`config.mk`:
```
export PLATFORM = sky130hd
export DESIGN_NAME = triple_frame_base_ctrl
export DESIGN_NICKNAME = d
export VERILOG_FILES = /design/src/rtl/triple_frame_base_ctrl.sv
export SDC_FILE = /design/constraint.sdc
export NUM_CORES = 1
export LEC_CHECK = 0
export CORE_ASPECT_RATIO = 1.5
export CORE_UTILIZATION = 27
export CTS_CLUSTER_DIAMETER = 40
export CTS_CLUSTER_SIZE = 28
export DETAILED_ROUTE_END_ITERATION = 7
export PLACE_DENSITY = 0.81
export SLEW_MARGIN = 0
export SYNTH_ARGS = -nofsm -noshare
export SYNTH_HDL_FRONTEND = slang
export SYNTH_SLANG_ARGS = --single-unit
```
`constraint.sdc`:
```
create_clock -name clk -period 2 [get_ports clk]
set_input_delay 0.4 -clock clk [delete_from_list [all_inputs] [get_ports clk]]
set_output_delay 0.4 -clock clk [all_outputs]
set_load 0.005 [all_outputs]
```
`src/rtl/triple_frame_base_ctrl.sv`:
```
module triple_frame_base_ctrl #(
  parameter int ADDR_W = 32,
  parameter logic [ADDR_W-1:0] FRAME_SPAN = 'h0080_0000
) (
  input  logic              clk,
  input  logic              rst_n,
  input  logic              triple_en,
  input  logic              wr_frame_start,
  input  logic              rd_frame_start,
  input  logic              wr_halt,
  input  logic              rd_halt,
  output logic [ADDR_W-1:0] wr_base,
  output logic [ADDR_W-1:0] rd_base
);

  localparam logic [ADDR_W-1:0] SPAN2 = FRAME_SPAN << 1;

  logic [1:0] wr_slot, rd_slot, done_slot;
  logic       fresh;
  logic [1:0] rd_next, wr_next;

  wire wr_go   = triple_en & wr_frame_start & ~wr_halt;
  wire rd_take = triple_en & rd_frame_start & ~rd_halt & fresh;

  assign rd_next = rd_take ? done_slot : rd_slot;
  assign wr_next = wr_go ? 2'd3 - wr_slot - rd_next : wr_slot;

  always_ff @(posedge clk or negedge rst_n) begin
    if (!rst_n) begin
      wr_slot   <= 2'd0;
      rd_slot   <= 2'd1;
      done_slot <= 2'd0;
      fresh     <= 1'b0;
    end else begin
      wr_slot <= wr_next;
      rd_slot <= rd_next;
      if (wr_go) begin
        done_slot <= wr_slot;
        fresh     <= 1'b1;
      end else if (rd_take) begin
        fresh <= 1'b0;
      end
    end
  end

  function automatic logic [ADDR_W-1:0] slot_base(input logic [1:0] s);
    case (s)
      2'd1:    slot_base = FRAME_SPAN;
      2'd2:    slot_base = SPAN2;
      default: slot_base = '0;
    endcase
  endfunction

  assign wr_base = triple_en ? slot_base(wr_slot) : '0;
  assign rd_base = triple_en ? slot_base(rd_slot) : '0;

  AST_SLOT_RANGE: assert property (@(posedge clk) disable iff (!rst_n)
    (wr_slot != 2'd3) && (rd_slot != 2'd3));
  AST_BASES_DIFFER: assert property (@(posedge clk) disable iff (!rst_n)
    triple_en |-> (wr_base != rd_base));
  AST_WR_AVOIDS_NEWEST: assert property (@(posedge clk) disable iff (!rst_n)
    fresh |-> (wr_slot != done_slot));
  AST_RD_STALE_HOLD: assert property (@(posedge clk) disable iff (!rst_n)
    (rd_frame_start && !fresh) |=> $stable(rd_slot));
  AST_WR_HALT_HOLD: assert property (@(posedge clk) disable iff (!rst_n)
    (wr_halt && !(rd_frame_start && !rd_halt && fresh)) |=> ($stable(wr_slot) && $stable(fresh)));
  AST_RD_HALT_HOLD: assert property (@(posedge clk) disable iff (!rst_n)
    rd_halt |=> $stable(rd_slot));
  AST_SINGLE_FROZEN: assert property (@(posedge clk) disable iff (!rst_n)
    !triple_en |=> ($stable(wr_slot) && $stable(rd_slot)));

endmodule

```
==> metrics.md, run 1 <==
| Metric | Value |
|---|---|
| Status | finished, final reports clean |
| DP HPWL | 750 um |
| CP delay by family, top | buffers and inverters |
| Vias in the first global route | 296 |
| Min Tclk post-route | 1.80 ns |
| Reg2reg setup slack | 0.51 ns |
| CTS clk-pin slew, worst paths | 0.04 ns |
| Mean area per synthesized cell | 8.68 um^2 |
| Area fraction of the dominant cell type after synthesis | 0.564 |
| HP Class | in -> async |
| #FFs+latches synth | 7 |
| CP Data Required Time | 1.60 ns |
| Unique masters post-synth | 16 |
| Critical path capture point type | output port |
| Reg2Reg Capture Point | wr_slot[1]$_DFFE_PN0P_ |
| CTS root buffer | clkbuf_8 |
| Critical path class | in -> out |
| CTS sink count | 7 |
| Vias per cell | 3.06 |
| Chip height | 68.6 um |
| Post-detailed-route count of antenna-violating nets | 0 |
| Die X | 46.4 um |
| Switching Fraction | 0.296 |
| Comb pwr share | 0.311 |
| Final instance area | 774 um^2 |
| CP max-delay cell | clkdlybuf4s50_1 |
| Setup ws final | 0.199 ns |
| First-pass GRT wire length | 1120 um |
| Total track usage | 0.0538 |
| Most common cell in the synthesized netlist | buf_4 |
| Synthesis-to-finish area growth | -2.98% |
| Cell Area, Synth | 798 um^2 |
| Initial antenna violation count | 0 |
| Startpoint types | input pin |
| CTS H-tree depth | 1 |
| Unrepaired setup endpoints after global routing | false |
| Pint | 469 uW |
| Max Slew Vio Count | 0 |
| Worst-case clock buffer depth | 2 |
| DIE AREA | 0.00318 mm^2 |
| I/O Pins | 71 |
| Initial Util | 0.292 |
| Register area share after synthesis | 0.221 |
| Post-synth EDFFs | 0 |
| Total routed wirelength | 814 um |
| Row count | 23 |
| Clock Latency Late Sink | 0.23 ns |
| Primary flip-flop cell chosen by synthesis mapping | dfrtp_1 |
| Grt total ovfl | 0 |
| Share of total power in the clock network | 0.296 |
| Setup Viol. Count Final | 0 |
| Flop pwr share | 0.393 |
| Syn Inst Count | 92 |
| Most instantiated cells after synthesis | buf_4, dfrtp_1, nand2_1 |
| Fin cells | 144 |
| CTS tree | built |
| Final count of hold timing violations | 0 |
| DRT iter0 DRCs | 1 |
| Post-CTS setup repair buffer count | 0 |
| DRT Pass-1 Iters | 4 |
| CP max stage delay | 0.49 ns |
| CP Buf/Inv Count | 2 |
| Main area contributors after synthesis | buf_4, dfrtp_1, mux2_2, dfstp_2, nand2_1 |
| Skew final | 0.000314 ns |
| Cell taking the most area after synthesis | buf_4 |
| Diodes inserted | 0 |
| Port bufs | 10 |
| Maximum clock frequency | 555 MHz |
| CP Max Fanout | 6 |
| Crit. Startpoint | triple_en |
| Final period utilization | 0.901 |
| Cts bufs inserted | 3 |
| WHS | 0.429 ns |
| R2R cell count | 7 |
| Wire length per cell | 5.65 um |
| Pre-CTS setup slack | -0.129 ns |
| Critical path arrival | 1.40 ns |
| Placed cell area | 731 um^2 |
| Pwr dens | 860 mW/mm^2 |
| Vias | 441 |
| Worst r2r src | fresh$_DFFE_PN0P_ |
| Final GP Congestion | 0.681 |
| Worst path cell trace | dlygate4sd2_1, and3b_2, clkdlybuf4s50_1 |
| Sw Pwr | 197 uW |
| MaxCap Viol Count | 0 |
| VDD IR-drop max | 0.225 mV |
| # DRC | 0 |
| Sum Neg Setup Slack | 0 ns |
| Core area | 0.00273 mm^2 |
| Leakage | 0.000433 uW |
| Syn. warnings | 0 |
| Placed Instances | 140 |
| Share of cells above drive strength 1 | 0.112 |
| Asr flop ratio synth | 1.00 |
| Final net count | 116 |
| Largest net degree at the start of global routing | 8 |
==> power groups by stage <==
stage | clock [uW] | sequential, uW | combinational, uW
floorplan | 0 | 249 | 223
global placement | 0 | 260 | 203
detailed placement | 0 | 265 | 209
CTS | 201 | 263 | 209
global route | 205 | 276 | 237
finish | 198 | 262 | 207
==> final cells by class <==
class | instances | area [um^2]
timing repair buffer | 12 | 114
sequential | 7 | 176
fill | 295 | 1960
inverter | 1 | 3.75
multi-input combinational | 83 | 389
clock buffer | 4 | 45.0
tap | 37 | 46.3
==> through the flow <==
stage                util  power, uW
floorplan               -        472
global placement    0.267        463
detailed placement  0.267        475
CTS                 0.283        673
global route        0.283        718
finish              0.283        666
==> what timing repair did <==
item | 4_1_cts | 5_1_grt
endpoints found under the hold margin | 0 | 0
hold buffers | 0 | 0
endpoints found under the setup margin | 4 | 0
resized for setup | 1 | 0
==> worst max path at each step <==
stage                        endpoint  slack (ns)  depth (start not counted)
2_1_floorplan  wr_slot[1]$_DFFE_PN0P_        0.47                          7
3_3_place_gp   wr_slot[1]$_DFFE_PN0P_       -0.09                          8
3_5_place_dp   wr_slot[1]$_DFFE_PN0P_       -0.13                          8
4_1_cts                   wr_base[23]        0.18                          3
5_1_grt        wr_slot[1]$_DFFE_PN0P_        0.12                          8
6_report                  wr_base[23]        0.20                          3
==> cell families after synthesis <==
logic type | synth area share
mux | 0.0737
fa+ha+maj | 0.0157
simple gates | 0.0925
compound gates | 0.0125
buf+inv | 0.569
flops | 0.221
other cells | 0.00470
xor+xnor | 0.0110
==> state kept, by name (all words and copies together) (netlist names) <==
name       cells
done_slot      2
fresh          1
rd_slot        2
wr_slot        2
==> routing by layer <==
metal	wire length, um	GRT usage	vias to the layer above
met3	137	0.0234	3
met1	204	0.0332	191
li1	-	-	195
met4	27	0.0551	0
met2	444	0.101	52
met5	0	0	-
==> placed cells by master, fill, tap and decap left out, types with 2 or more instances in the layout <==
cell             synthesis  final
clkdlybuf4s50_1          0      9
clkbuf_8                 0      3
dfrtp_1                  6      6
conb_1                   1     60
nand2_1                  6      6
buf_4                   60      2
o21ai_0                  2      2
mux2_2                   3      3
nor2_1                   5      5
No activity file was read; power rests on OpenSTA's default activity.
==> run 2, diff against run 1 <==
Clock period 2 ns to 2.3 ns, I/O delays scaled along.
==> run 2 against run 1 <==
Compared with the run above: sequential power is 13% lower; cell count shrank 1.4%; combinational power shrank 11%; core utilization shrank 0.50 points.
==> metrics.md, run 2 (same netlist as run 1, synthesis figures left out) <==
| Metric | Value |
|---|---|
| Status | finished, final reports clean (unchanged) |
| Most common cell after layout, fill and taps aside | conb_1 (unchanged) |
| CP Data Required Time | 1.84 ns (was 1.60 ns) |
| Pwr dens | 772 mW/mm^2 (was 860 mW/mm^2) |
| Share of cells above drive strength 1 | 0.0952 (was 0.112) |
| Fin util | 0.278 (was 0.283) |
| Skew final | 0.00431 ns (was 0.000314 ns) |
| Die X | 46.4 um (unchanged) |
| DIE AREA | 0.00318 mm^2 (unchanged) |
| Final period utilization | 0.966 |
| # DRC | 0 (unchanged) |
| HP Class | in -> async (unchanged) |
| Commonest cells after routing, fill and taps aside | conb_1, clkdlybuf4s50_1, nand2_1, dfrtp_1, nor2_1 (unchanged) |
| Vias | 434 (was 441) |
| DP HPWL | 774 um (was 750 um) |
| Core area | 0.00273 mm^2 (unchanged) |
| CP delay by family, top | buffers and inverters (unchanged) |
| Final count of hold timing violations | 0 (unchanged) |
| Sum Neg Setup Slack | 0 ns (unchanged) |
| MaxCap Viol Count | 0 (unchanged) |
| CTS root buffer | clkbuf_8 (unchanged) |
| CP Buf/Inv Count | 2 (unchanged) |
| Final GP Congestion | 0.641 (was 0.681) |
| Total track usage | 0.0601 (was 0.0538) |
| Wire length per cell | 6.11 um (was 5.65 um) |
| DRT Pass-1 Iters | 2 (was 4) |
| First-pass GRT wire length | 1210 um (was 1120 um) |
| Unrepaired setup endpoints after global routing | false (unchanged) |
| Final instance area | 761 um^2 (was 774 um^2) |
| Final net count | 114 (was 116) |
| Synthesis-to-finish area growth | -4.70% (was -2.98%) |
| Chip height | 68.6 um (unchanged) |
| CP max stage delay | 0.60 ns (was 0.49 ns) |
| Total routed wirelength | 867 um (was 814 um) |
| Min Tclk post-route | 2.22 ns |
| Startpoint types | input pin (unchanged) |
| CTS tree | built (unchanged) |
| Vias in the first global route | 289 (was 296) |
| I/O Pins | 71 (unchanged) |
| CTS Hold Bufs | 0 (unchanged) |
| CP max-delay cell | clkdlybuf4s50_1 (unchanged) |
| Diodes inserted | 0 (unchanged) |
| Worst path cell trace | clkdlybuf4s50_1, and3b_2, clkdlybuf4s50_1 (was dlygate4sd2_1, and3b_2, clkdlybuf4s50_1) |
| Resize count post-CTS | 0 (was 1) |
| Critical path capture point type | output port (unchanged) |
| Largest net degree at the start of global routing | 8 (unchanged) |
| CTS H-tree depth | 1 (unchanged) |
| Clock Latency Late Sink | 0.23 ns (about the same) |
| Leakage | 0.000422 uW (was 0.000433 uW) |
| Row count | 23 (unchanged) |
| Most frequent CP cell | clkdlybuf4s50_1 |
| Initial antenna violation count | 0 (unchanged) |
| Largest regs | done_slot: 2 flops, rd_slot: 2 flops, wr_slot: 2 flops (unchanged) |
| Post-CTS setup repair buffer count | 0 (unchanged) |
| Maximum clock frequency | 450 MHz |
| Initial Util | 0.292 (unchanged) |
| Cts bufs inserted | 3 (unchanged) |
| VDD IR-drop max | 0.236 mV (was 0.225 mV) |
| CTS clk-pin slew, worst paths | 0.04 ns (about the same) |
| Setup Viol. Count Final | 0 (unchanged) |
| Grt total ovfl | 0 (unchanged) |
| CP Max Fanout | 7 (was 6) |
| Critical path arrival | 1.76 ns (was 1.40 ns) |
| CTS sink count | 7 (unchanged) |
| Critical path class | in -> out (unchanged) |
| Vias per cell | 3.06 (about the same) |
| DRT iter0 DRCs | 1 (unchanged) |
| Worst-case clock buffer depth | 2 (unchanged) |
| Placed cell area | 716 um^2 (was 731 um^2) |
| Max Slew Vio Count | 0 (unchanged) |
| Port bufs | 10 (unchanged) |
| Post-detailed-route count of antenna-violating nets | 0 (unchanged) |
run 2: cell types whose count changed in the layout (fill, tap and decap cells not counted), sizes merged:
cell           before  now
buf                 2    0
dlygate4sd2         1    0
clkdlybuf4s50       9   10
run 2: metal layers:
layer,global-route usage,vias to the layer above,wire [um]
met5,0,-,0
met4,0.0662,0,16
met3,0.0313,2,141
met2,0.106,51,486
met1,0.0379,189,224
li1,-,192,-
run 2: layout make-up:
type                       instances  area, um^2
fill                             314        1970
tap                               37        46.3
clock buffer                       4        45.0
inverter                           1        3.75
timing repair buffer              10         100
multi-input combinational         83         389
sequential                         7         176
run 2: path summary, 6_finish.rpt:
path / slack (ns) / from / depth (start not counted) / end
max reg2reg: 0.79 / fresh$_DFFE_PN0P_ / 7 / wr_slot[1]$_DFFE_PN0P_
min: 0.49 / rst_n / 1 / done_slot[1]$_DFFE_PN0P_
min in group clk: 0.52 / done_slot[1]$_DFFE_PN0P_ / 1 / done_slot[1]$_DFFE_PN0P_
max in group asynchronous: 1.53 / rst_n / 1 / rd_slot[0]$_DFF_PN1_
max: 0.08 / triple_en / 3 / wr_base[23]
min reg2reg: 0.52 / done_slot[1]$_DFFE_PN0P_ / 1 / done_slot[1]$_DFFE_PN0P_
run 2: per-stage QoR:
step	hold slack [ns]	setup slack [ns]	instances	power, uW
finish	0.486	0.0776	142	588
global route	0.500	0.0184	142	638
CTS	0.498	0.0636	142	593
detailed placement	0.517	0.0727	138	418
global placement	0.485	0.0969	138	401
floorplan	0.164	0.714	151	410
run 2: where the power goes:
group	switching, uW	internal [uW]	leakage (uW)	total [uW]
registers	43.6	184	0.0000825	228
clock network	54.5	120	0.0000228	175
logic	80.5	104	0.000317	185
==> run 3, diff against run 2 <==
Settings changed: CORE_UTILIZATION 27 to 33, PLACE_DENSITY 0.81 to 0.94.
==> run 3 against run 2 <==
Compared with the run above: count of clock-buffer cells in the layout unchanged; sequential share of layout area up 1.2 points; non-clock buffer count unchanged; cell count down 9.9%; clock power down 38%; sequential power about the same; maximum frequency up 0.67%; clock skew down 0.0023 ns.
==> metrics.md, run 3 (same netlist as run 1, synthesis figures left out) <==
| Metric | Value |
|---|---|
| Status | finished, final reports clean (unchanged) |
| Pre-CTS setup slack | 0.0927 ns (was 0.0727 ns) |
| Diodes inserted | 0 (unchanged) |
| DRT Pass-1 Iters | 2 (unchanged) |
| Commonest cells after routing, fill and taps aside | conb_1, clkdlybuf4s50_1, nand2_1, dfrtp_1, nor2_1 (unchanged) |
| Share of cells above drive strength 1 | 0.0952 (unchanged) |
| Fin util | 0.321 (was 0.278) |
| Sum Neg Setup Slack | 0 ns (unchanged) |
| Cts bufs inserted | 3 (unchanged) |
| Resize count post-CTS | 0 (unchanged) |
| # DRC | 0 (unchanged) |
| DP HPWL | 745 um (was 774 um) |
| Largest regs | done_slot: 2 flops, rd_slot: 2 flops, wr_slot: 2 flops (unchanged) |
| Most common cell after layout, fill and taps aside | conb_1 (unchanged) |
| Initial antenna violation count | 0 (unchanged) |
| Pwr dens | 715 mW/mm^2 (was 772 mW/mm^2) |
| CTS root buffer | clkbuf_4 (was clkbuf_8) |
| Placed cell area | 698 um^2 (was 716 um^2) |
| Clock Latency Late Sink | 0.25 ns (was 0.23 ns) |
| Leakage | 0.000414 uW (was 0.000422 uW) |
| Setup ws final | 0.0923 ns (was 0.0776 ns) |
| VDD IR-drop max | 0.158 mV (was 0.236 mV) |
| Critical path class | in -> out (unchanged) |
| Total track usage | 0.0667 (was 0.0601) |
| Setup Viol. Count Final | 0 (unchanged) |
| Final GP Congestion | 0.740 (was 0.641) |
| Startpoint types | input pin (unchanged) |
| First-pass GRT wire length | 1240 um (was 1210 um) |
| Final period utilization | 0.960 (was 0.966) |
| CTS H-tree depth | 1 (unchanged) |
| Critical path arrival | 1.75 ns (was 1.76 ns) |
| Synthesis-to-finish area growth | -9.25% (was -4.70%) |
| Final instance area | 724 um^2 (was 761 um^2) |
| MaxCap Viol Count | 0 (unchanged) |
| Core area | 0.00226 mm^2 (was 0.00273 mm^2) |
| Final net count | 114 (unchanged) |
| Die X | 42.2 um (was 46.4 um) |
| Largest net degree at the start of global routing | 8 (unchanged) |
| Maximum clock frequency | 453 MHz (was 450 MHz) |
| Critical path capture point type | output port (unchanged) |
| Min Tclk post-route | 2.21 ns (was 2.22 ns) |
| Row count | 21 (was 23) |
| Grt total ovfl | 0 (unchanged) |
| Max Slew Vio Count | 0 (unchanged) |
| Total routed wirelength | 841 um (was 867 um) |
| CTS tree | built (unchanged) |
| Post-CTS setup repair buffer count | 0 (unchanged) |
| WHS | 0.465 ns (was 0.486 ns) |
| HP Class | in -> async (unchanged) |
| I/O Pins | 71 (unchanged) |
| Unrepaired setup endpoints after global routing | false (unchanged) |
| DRT iter0 DRCs | 1 (unchanged) |
| Final count of hold timing violations | 0 (unchanged) |
| Skew final | 0.00199 ns (was 0.00431 ns) |
| Vias per cell | 3.35 (was 3.06) |
| CTS clk-pin slew, worst paths | 0.05 ns (was 0.04 ns) |
| Initial Util | 0.353 (was 0.292) |
| Post-detailed-route count of antenna-violating nets | 0 (unchanged) |
| Worst-case clock buffer depth | 2 (unchanged) |
| CP Max Fanout | 7 (unchanged) |
| CP Data Required Time | 1.84 ns (about the same) |
| CTS Hold Bufs | 0 (unchanged) |
| Vias in the first global route | 316 (was 289) |
| Wire length per cell | 6.57 um (was 6.11 um) |
| CTS sink count | 7 (unchanged) |
| Fill count | 249 (was 314) |
| DIE AREA | 0.00262 mm^2 (was 0.00318 mm^2) |
| Chip height | 62.2 um (was 68.6 um) |
| Port bufs | 10 (unchanged) |
| Vias | 429 (was 434) |
## run 3: cell counts in the layout (fill, tap and decap cells not counted)
Identical to the previous run, type by type.
## run 3: final timing paths
check / cells past startpoint / slack, ns / start / end
max: 3 / 0.09 / triple_en / wr_base[23]
min: 1 / 0.46 / rst_n / wr_slot[1]$_DFFE_PN0P_
max reg2reg: 7 / 0.80 / fresh$_DFFE_PN0P_ / wr_slot[1]$_DFFE_PN0P_
min reg2reg: 1 / 0.52 / done_slot[1]$_DFFE_PN0P_ / done_slot[1]$_DFFE_PN0P_
max in group asynchronous: 1 / 1.55 / rst_n / rd_slot[0]$_DFF_PN1_
min in group clk: 1 / 0.52 / done_slot[1]$_DFFE_PN0P_ / done_slot[1]$_DFFE_PN0P_
## run 3: per-layer routing
layer	routed length, um	vias to the layer above	GRT usage
met3	130	2	0.0262
met2	471	47	0.117
met1	224	189	0.0489
met5	0	-	0
met4	15	0	0.0703
li1	-	191	-
## run 3: final cells by class
type / count / area [um^2] / area share
multi-input cells: 83 / 389 / 0.537
flip-flops and latches: 7 / 176 / 0.244
repair buffers: 10 / 100 / 0.138
well taps: 23 / 28.8 / 0.0397
clock buffers: 4 / 26.3 / 0.0363
inverters: 1 / 3.75 / 0.00518
## run 3: critical path, cell delays in order
cell and delay (ns):
clkdlybuf4s50_1 0.59, and3b_2 0.21, clkdlybuf4s50_1 0.49
## run 3: power breakdown
part	total (uW)	internal [uW]	switching [uW]
clock network	109	66.1	43.1
logic	180	103	77.5
registers	228	184	44.2
## run 3: per-stage QoR
stage                     power, uW  std cells
final                           518        128
after floorplan                 410        151
after global placement          401        124
after detailed placement        413        124
after CTS                       529        128
after global routing            564        128
